## config.mk

```make
export PLATFORM = sky130hd
export DESIGN_NAME = lvl_irq_ctrl
export DESIGN_NICKNAME = d
export VERILOG_FILES = /design/src/rtl/lic_pkg.sv /design/src/rtl/lic_sync.sv /design/src/rtl/lic_decode.sv /design/src/rtl/lic_bank.sv /design/src/rtl/lvl_irq_ctrl.sv
export SDC_FILE = /design/constraint.sdc
export NUM_CORES = 1
export LEC_CHECK = 0
export ABC_CLOCK_PERIOD_IN_PS = 3100
export BUFFER_PORTS_ARGS = -buffer_cell sky130_fd_sc_hd__buf_2
export CAP_MARGIN = 0
export CORE_MARGIN = 5
export CORE_UTILIZATION = 40
export CTS_BUF_LIST = sky130_fd_sc_hd__clkbuf_8 sky130_fd_sc_hd__clkbuf_16
export DETAILED_ROUTE_END_ITERATION = 7
export SKIP_CTS_REPAIR_TIMING = 1
export SYNTH_ARGS = -nofsm -noshare
export SYNTH_HDL_FRONTEND = slang
export SYNTH_SLANG_ARGS = --single-unit
```

## constraint.sdc

```tcl
create_clock -name clk_i -period 3.1 [get_ports clk_i]
set_input_delay 0.62 -clock clk_i [delete_from_list [all_inputs] [get_ports clk_i]]
set_output_delay 0.62 -clock clk_i [all_outputs]
set_load 0.05 [all_outputs]
```

## src/rtl/lic_pkg.sv

```systemverilog
package lic_pkg;
  localparam int unsigned BANK_SRC = 32;
  localparam int unsigned BANK_STRIDE_LOG2 = 5;

  typedef enum logic [2:0] {
    REG_STATUS = 3'd0,
    REG_MASK   = 3'd1,
    REG_SETM   = 3'd2,
    REG_CLRM   = 3'd3,
    REG_PEND   = 3'd4
  } reg_sel_e;
endpackage

```

## src/rtl/lic_sync.sv

```systemverilog
module lic_sync #(
  parameter int unsigned WIDTH  = 32,
  parameter int unsigned STAGES = 2
) (
  input  logic             clk_i,
  input  logic             rst_ni,
  input  logic [WIDTH-1:0] d_i,
  output logic [WIDTH-1:0] q_o
);
  logic [STAGES-1:0][WIDTH-1:0] stage_q;

  always_ff @(posedge clk_i or negedge rst_ni) begin
    if (!rst_ni) stage_q[0] <= '0;
    else         stage_q[0] <= d_i;
  end

  for (genvar s = 1; s < STAGES; s++) begin : g_stage
    always_ff @(posedge clk_i or negedge rst_ni) begin
      if (!rst_ni) stage_q[s] <= '0;
      else         stage_q[s] <= stage_q[s-1];
    end
  end

  assign q_o = stage_q[STAGES-1];
endmodule

```

## src/rtl/lic_decode.sv

```systemverilog
module lic_decode
  import lic_pkg::*;
#(
  parameter int unsigned NUM_BANKS = 2,
  parameter int unsigned ADDR_W    = 8,
  localparam int unsigned BIDX_W   = ADDR_W - BANK_STRIDE_LOG2
) (
  input  logic              req_i,
  input  logic [ADDR_W-1:0] addr_i,
  output logic              hit_o,
  output logic [BIDX_W-1:0] bank_o,
  output reg_sel_e          sel_o
);
  logic [2:0] word;
  logic       bank_ok, word_ok, align_ok;

  assign bank_o   = addr_i[ADDR_W-1:BANK_STRIDE_LOG2];
  assign word     = addr_i[BANK_STRIDE_LOG2-1:2];
  assign align_ok = (addr_i[1:0] == 2'b00);
  assign bank_ok  = (int'(bank_o) < int'(NUM_BANKS));
  assign word_ok  = (word <= 3'd4);
  assign hit_o    = req_i && align_ok && bank_ok && word_ok;
  assign sel_o    = reg_sel_e'(word);
endmodule

```

## src/rtl/lic_bank.sv

```systemverilog
module lic_bank #(
  parameter int unsigned WIDTH = 32
) (
  input  logic             clk_i,
  input  logic             rst_ni,
  input  logic [WIDTH-1:0] status_i,
  input  logic [WIDTH-1:0] set_i,
  input  logic [WIDTH-1:0] clr_i,
  output logic [WIDTH-1:0] mask_o,
  output logic [WIDTH-1:0] pend_o
);
  logic [WIDTH-1:0] mask_q, mask_d;

  // set takes priority over clear on the same bit
  assign mask_d = (mask_q & ~clr_i) | set_i;

  always_ff @(posedge clk_i or negedge rst_ni) begin
    if (!rst_ni) mask_q <= '1;
    else         mask_q <= mask_d;
  end

  assign mask_o = mask_q;
  assign pend_o = status_i & ~mask_q;
endmodule

```

## src/rtl/lvl_irq_ctrl.sv

```systemverilog
module lvl_irq_ctrl
  import lic_pkg::*;
#(
  parameter int unsigned NUM_BANKS   = 2,
  parameter int unsigned ADDR_W      = 8,
  parameter int unsigned SYNC_STAGES = 2,
  localparam int unsigned SRC_W      = NUM_BANKS * BANK_SRC,
  localparam int unsigned BIDX_W     = ADDR_W - BANK_STRIDE_LOG2
) (
  input  logic                clk_i,
  input  logic                rst_ni,
  input  logic [SRC_W-1:0]    src_i,
  input  logic                req_i,
  input  logic                we_i,
  input  logic [ADDR_W-1:0]   addr_i,
  input  logic [BANK_SRC-1:0] wdata_i,
  output logic [BANK_SRC-1:0] rdata_o,
  output logic                irq_o
);
  logic [SRC_W-1:0]    status_all, mask_all, pend_all;
  logic                hit;
  logic [BIDX_W-1:0]   bank_idx;
  reg_sel_e            sel;
  logic [BANK_SRC-1:0] rd_val, rdata_q;

  lic_sync #(.WIDTH(SRC_W), .STAGES(SYNC_STAGES)) u_sync (
    .clk_i  (clk_i),
    .rst_ni (rst_ni),
    .d_i    (src_i),
    .q_o    (status_all)
  );

  lic_decode #(.NUM_BANKS(NUM_BANKS), .ADDR_W(ADDR_W)) u_dec (
    .req_i  (req_i),
    .addr_i (addr_i),
    .hit_o  (hit),
    .bank_o (bank_idx),
    .sel_o  (sel)
  );

  for (genvar b = 0; b < NUM_BANKS; b++) begin : g_bank
    logic bsel;
    logic [BANK_SRC-1:0] set_v, clr_v;

    assign bsel  = hit && we_i && (bank_idx == BIDX_W'(b));
    assign set_v = (bsel && sel == REG_SETM) ? wdata_i : '0;
    assign clr_v = (bsel && sel == REG_CLRM) ? wdata_i : '0;

    lic_bank #(.WIDTH(BANK_SRC)) u_bank (
      .clk_i    (clk_i),
      .rst_ni   (rst_ni),
      .status_i (status_all[b*BANK_SRC +: BANK_SRC]),
      .set_i    (set_v),
      .clr_i    (clr_v),
      .mask_o   (mask_all[b*BANK_SRC +: BANK_SRC]),
      .pend_o   (pend_all[b*BANK_SRC +: BANK_SRC])
    );
  end

  always_comb begin
    rd_val = '0;
    for (int b = 0; b < int'(NUM_BANKS); b++) begin
      if (hit && bank_idx == BIDX_W'(b)) begin
        case (sel)
          REG_STATUS: rd_val = status_all[b*BANK_SRC +: BANK_SRC];
          REG_MASK:   rd_val = mask_all[b*BANK_SRC +: BANK_SRC];
          REG_PEND:   rd_val = pend_all[b*BANK_SRC +: BANK_SRC];
          default:    rd_val = '0;
        endcase
      end
    end
  end

  always_ff @(posedge clk_i or negedge rst_ni) begin
    if (!rst_ni)             rdata_q <= '0;
    else if (req_i && !we_i) rdata_q <= rd_val;
  end

  assign rdata_o = rdata_q;
  assign irq_o   = |pend_all;
endmodule

```

## Word-level counts from Yosys, hierarchy flattened

Index checks and enable logic that the tools add are counted.

| storage, ports and cells | value |
|---|---|
| register bits | 224 |
| word-level logic and storage cells | 48 |

| cells by class | value |
|---|---|
| magnitude comparators | 2 |
| bitwise gates (word level) | 10 |
| equality and inequality tests | 5 |
| mux-type cells | 8 |
| reductions and logical operators | 18 |

Operator list:

| cell | number |
|---|---|
| 32-bit two-way mux | 6 |
| 32-bit one-hot mux with 3 select lines | 2 |
| 32-bit AND | 4 |
| 32-bit inverter | 4 |
| 32-bit bitwise OR | 2 |
| 64-bit OR reduction | 1 |
| 1-bit logical AND | 13 |
| 3-bit by 1-bit equality test with 1-bit output, second input constant | 2 |
| 3-bit by 2-bit equality test with 1-bit output, second input constant | 2 |
| 3-bit logical NOT | 2 |
| 3-bit equality test, second input constant | 1 |
| 3-bit less-or-equal comparator, second input constant | 1 |
| 3-bit by 2-bit less-than comparator with 1-bit output, second input constant | 1 |
| 2-bit logical NOT | 1 |
| 1-bit logical NOT | 1 |

## Logic depth before layout (Yosys ltp)

| depth | value |
|---|---|
| depth after elaboration | 11 |
| gate-level depth with buffers | 7 |

## Cells and area by module

From an unflattened synthesis, not the netlist that was laid out.

| second synthesis, totals | value |
|---|---|
| cells, all modules | 885 |
| area, all modules | 10,358.7 sq um |

Modules (own cells, without submodules):

| module | sequential area each (sq um) | area an instance (sq um) | cells each | instances |
|---|---|---|---|---|
| lvl_irq_ctrl | 800.8 | 3,809.9 | 428 | 1 |
| lic_sync | 3,203.1 | 3,683.5 | 192 | 1 |
| lic_bank | 840.8 | 1,401.3 | 128 | 2 |
| lic_decode | 0.0 | 62.6 | 9 | 1 |

## Worst setup path after synthesis

Ideal clock, no wire load.

| path | value |
|---|---|
| path kind | reg2out |
| start point | reg g_bank[0].u_bank.mask_q[16] |
| end point | out irq_o |
| setup slack | 0.770 ns |
| path buffers | 0 |
| required time | 2.480 ns |
| cell stages (with the launch flop) | 5 |
| arrival | 1.710 ns |
| cell sequence | dfstp_2 -> nor2b_1 -> a2111o_1 -> nor4_1 -> nand4_1 |

| on the way | value |
|---|---|
| longest elaborated chain between the ends | 3 |

Ends and longest elaborated chain:

| element | line | RTL |
|---|---|---|
| from (decl) | lic_bank.sv:12 | `logic [WIDTH-1:0] mask_q, mask_d;` |
| from (signal assigned) | lic_bank.sv:19 | `else mask_q <= mask_d;` |
| 32-bit inverter | lic_bank.sv:23 | `assign pend_o = status_i & ~mask_q;` |
| 32-bit AND | lic_bank.sv:23 |  |
| 64-bit OR reduction | lvl_irq_ctrl.sv:80 | `assign irq_o = \|pend_all;` |
| to (decl) | lvl_irq_ctrl.sv:18 | `output logic irq_o` |

Every way passes these cells.

## Worst setup path in the final report

| path | value |
|---|---|
| start point | reg g_bank[0].u_bank.mask_q[24] |
| end point | out irq_o |

Same word-level chain as after synthesis.

==> impl_metrics.csv <==
group,metric,value,unit
critical_path,cp-start-kind,"flip-flop",
clock_network,insertion_delay,0.52,ns
global_routing,grt_overflow_total,0,
synthesis,syn_area,9130,sq um
synthesis,synth.distinct_cells,23,
timing,slew_headroom,0.5785,
critical_path,cp_num_buf_inv,1,
cells_and_area,nets,977,
clock_network,clockBufferDepth,3,
power,p_leak,0.005955,uW
route,drc,0,
critical_path,crit_path_cell_trace,"nor2b_1 -> a2111o_1 -> nor4_4 -> nand4_1 -> buf_6",
cells_and_area,area_delta_synth_final,19.36,%
power,peakVddDrop,0.4243,mV
timing,hold_ws,0.04950,ns
power,pwr-share-clk,0.430,
die,io_pins,141,
synthesis,synth.avg_cell_area,12.47,sq um
cells_and_area,n_antenna_cell,0,
die,die_w,161.1,um
global_routing,grt_pass1_vias,6301,
synthesis,synth-warning-count,0,
cells_and_area,layout-drive-gt1-share,0.2949,
die,initial_core_util,0.4045,
power,swShare,0.2349,
synthesis,syn-num-nets,840,
placement,portBuffers,140,
run,maxCapViolCount,0,
run_status,status,"finished, final reports clean",
global_routing,grt_first_pass_wirelength,36360,um
critical_path,crit_cells,5,
power,powerDensity,576.2,nW/um^2
power,p_comb_frac,0.074,
route,detail_route.wl_per_cell,20.00,um
global_routing,track_usage,0.1776,
synthesis,synth-edff-count,0,
timing,worstMarginPinSlew,0.6322,ns
clock_network,cts_buffers,24,
global_routing,antenna_found_initial,4,
power,seq_power_share,0.496,
clock_network,clock-root-buffer,"clkbuf_16",
timing,layout_worst_path_cycle_share,0.9743,
critical_path,slowest_delay,0.55,ns
route,dr.pass1.iters,5,
route,first_iter_violations,421,
timing,drv_slew,0,
global_routing,grt_start_max_net_pins,88,
critical_path,crit_slowest_cell,"dfstp_2",
synthesis,ys_seq_area_frac,0.6227,
clock_network,clock_sinks,224,
route,routed_wl,23400,um
min_path,holdCritPathClass,"in -> async",
power,p_int,4805,uW
timing,fin_skew,0.01283,ns
die,row_count,55,
clock_network,cts_tree,"yes",
placement,gp_congestion,0.7853,
synthesis,postSynthCellCount,732,
clock_network,htreeDepth,1,
die,dieArea,25950,sq um
synthesis,ys_async_sr_fraction,1.000,
route,detail-route-antenna-nets,0,
die,fp.dieH,161.1,um
timing,hold_viol_final,0,
die,core-area,22570,sq um
placement,dp_hpwl,15920,um
critical_path,crit_type,"reg -> out",
route,route.vias.total,5954,
timing,fmax,0.3311,GHz
timing,setup_violations,0,
critical_path,critPathTopFamily,"simple AND/OR/NAND/NOR gates",
power,p_switching,1475,uW
cells_and_area,final_cell_mix,"160 x dfrtp_1, 137 x buf_2, 96 x mux2i_1, 73 x inv_1",
synthesis,yosys_register_bits,224,
route,viasPerCell,5.089,
timing,fin_setup_tns,0,ns
cells_and_area,final_common_cell,"dfrtp_1",
critical_path,crit_fanout,3,
critical_path,cp.arrival,2.40,ns
synthesis,synth_ff_type,"dfrtp_1",
critical_path,required,2.48,ns
clock_network,path_clk_slew,0.06,ns
timing,fin_crit,3.020,ns
critical_path,critPathCaptureType,"output pin",
critical_path,r2r_cells,4,
==> cell usage after synthesis (5+ instances only) <==
master / number / area [sq um]
dfrtp_1: 160 / 4004
mux2i_1: 96 / 960.9
inv_1: 65 / 244.0
dfstp_2: 64 / 1682
nand2_1: 64 / 240.2
o21ai_0: 64 / 320.3
nor2b_1: 48 / 300.3
a211o_1: 32 / 280.3
a22o_1: 32 / 280.3
o2bb2ai_1: 32 / 280.3
clkbuf_1: 30 / 112.6
a2111o_1: 16 / 180.2
buf_1: 6 / 22.52
buf_6: 6 / 67.56
buf_2: 5 / 25.02
==> cells by family after synthesis <==
group                  Yosys count  synth area share
muxes                           96            0.1052
buffers and inverters          112           0.05166
and+or+nand+nor                123           0.07291
AOI/OAI and AO/OA              177            0.1475
DFF                            224            0.6227
==> cell type report <==
cell class,instances,area [sq um]
Fill cell,2082,11670
Tap cell,285,356.6
Sequential cell,224,5685
Inverter,65,244.0
Clock buffer,24,600.6
Clock inverter,18,143.9
Multi-Input combinational cell,396,2988
Timing Repair Buffer,158,879.6
==> layer usage <==
layer	wire (um)	global-route usage	part of all wire
met1	10870	0.2560	0.46
met5	42	0	0.0018
met4	342	0.03877	0.015
met3	1370	0.04006	0.059
met2	10770	0.2776	0.46
==> through the flow <==
stage                     total power, uW  instance area (sq um)  instances  worst slack (ns)  utilization
after CTS                            6349                  10880       1170          -0.09172       0.4819
after global routing                 6544                  10900       1170          -0.03333       0.4828
after detailed placement             3623                  10130       1128            0.4681       0.4489
after floorplan                      3370                   9130        732            0.7704            -
after global placement               3620                  10130       1128            0.4283       0.4489
final                                6280                  10900       1170           0.07962       0.4828
==> power groups by stage <==
stage	clock [uW]	sequential, uW	combinational (uW)
after floorplan	0	3150	224
after global placement	0	3170	454
after detailed placement	0	3170	457
after CTS	2770	3120	459
after global routing	2900	3130	516
final	2700	3120	465
==> state kept, by name, indices dropped and copies added (netlist names) <==
| signal | flops |
|---|---|
| u_sync.q_o | 64 |
| u_sync.stage_q | 64 |
| g_bank.u_bank.mask_o | 64 |
| rdata_o | 32 |
==> worst paths after layout <==
kind / from / end / slack [ns]
max: g_bank[0].u_bank.mask_o[24] / irq_o / 0.08
min: rst_ni / u_sync.stage_q[27] / 0.05
max reg2reg: g_bank[0].u_bank.mask_o[21] / rdata_o[21] / 1.70
min reg2reg: u_sync.stage_q[30] / u_sync.q_o[30] / 0.35
max in group asynchronous: rst_ni / g_bank[1].u_bank.mask_o[2] / 2.05
min in group clk_i: src_i[61] / u_sync.stage_q[61] / 0.20
==> worst reg2reg max path, cell delays in order (launching register included) <==
cell and delay [ns]:
dfstp_2 0.55, mux2i_1 0.17, o21ai_0 0.09, o21ai_0 0.35
a22o_1 0.18
Power figures use the tool's default switching activity.
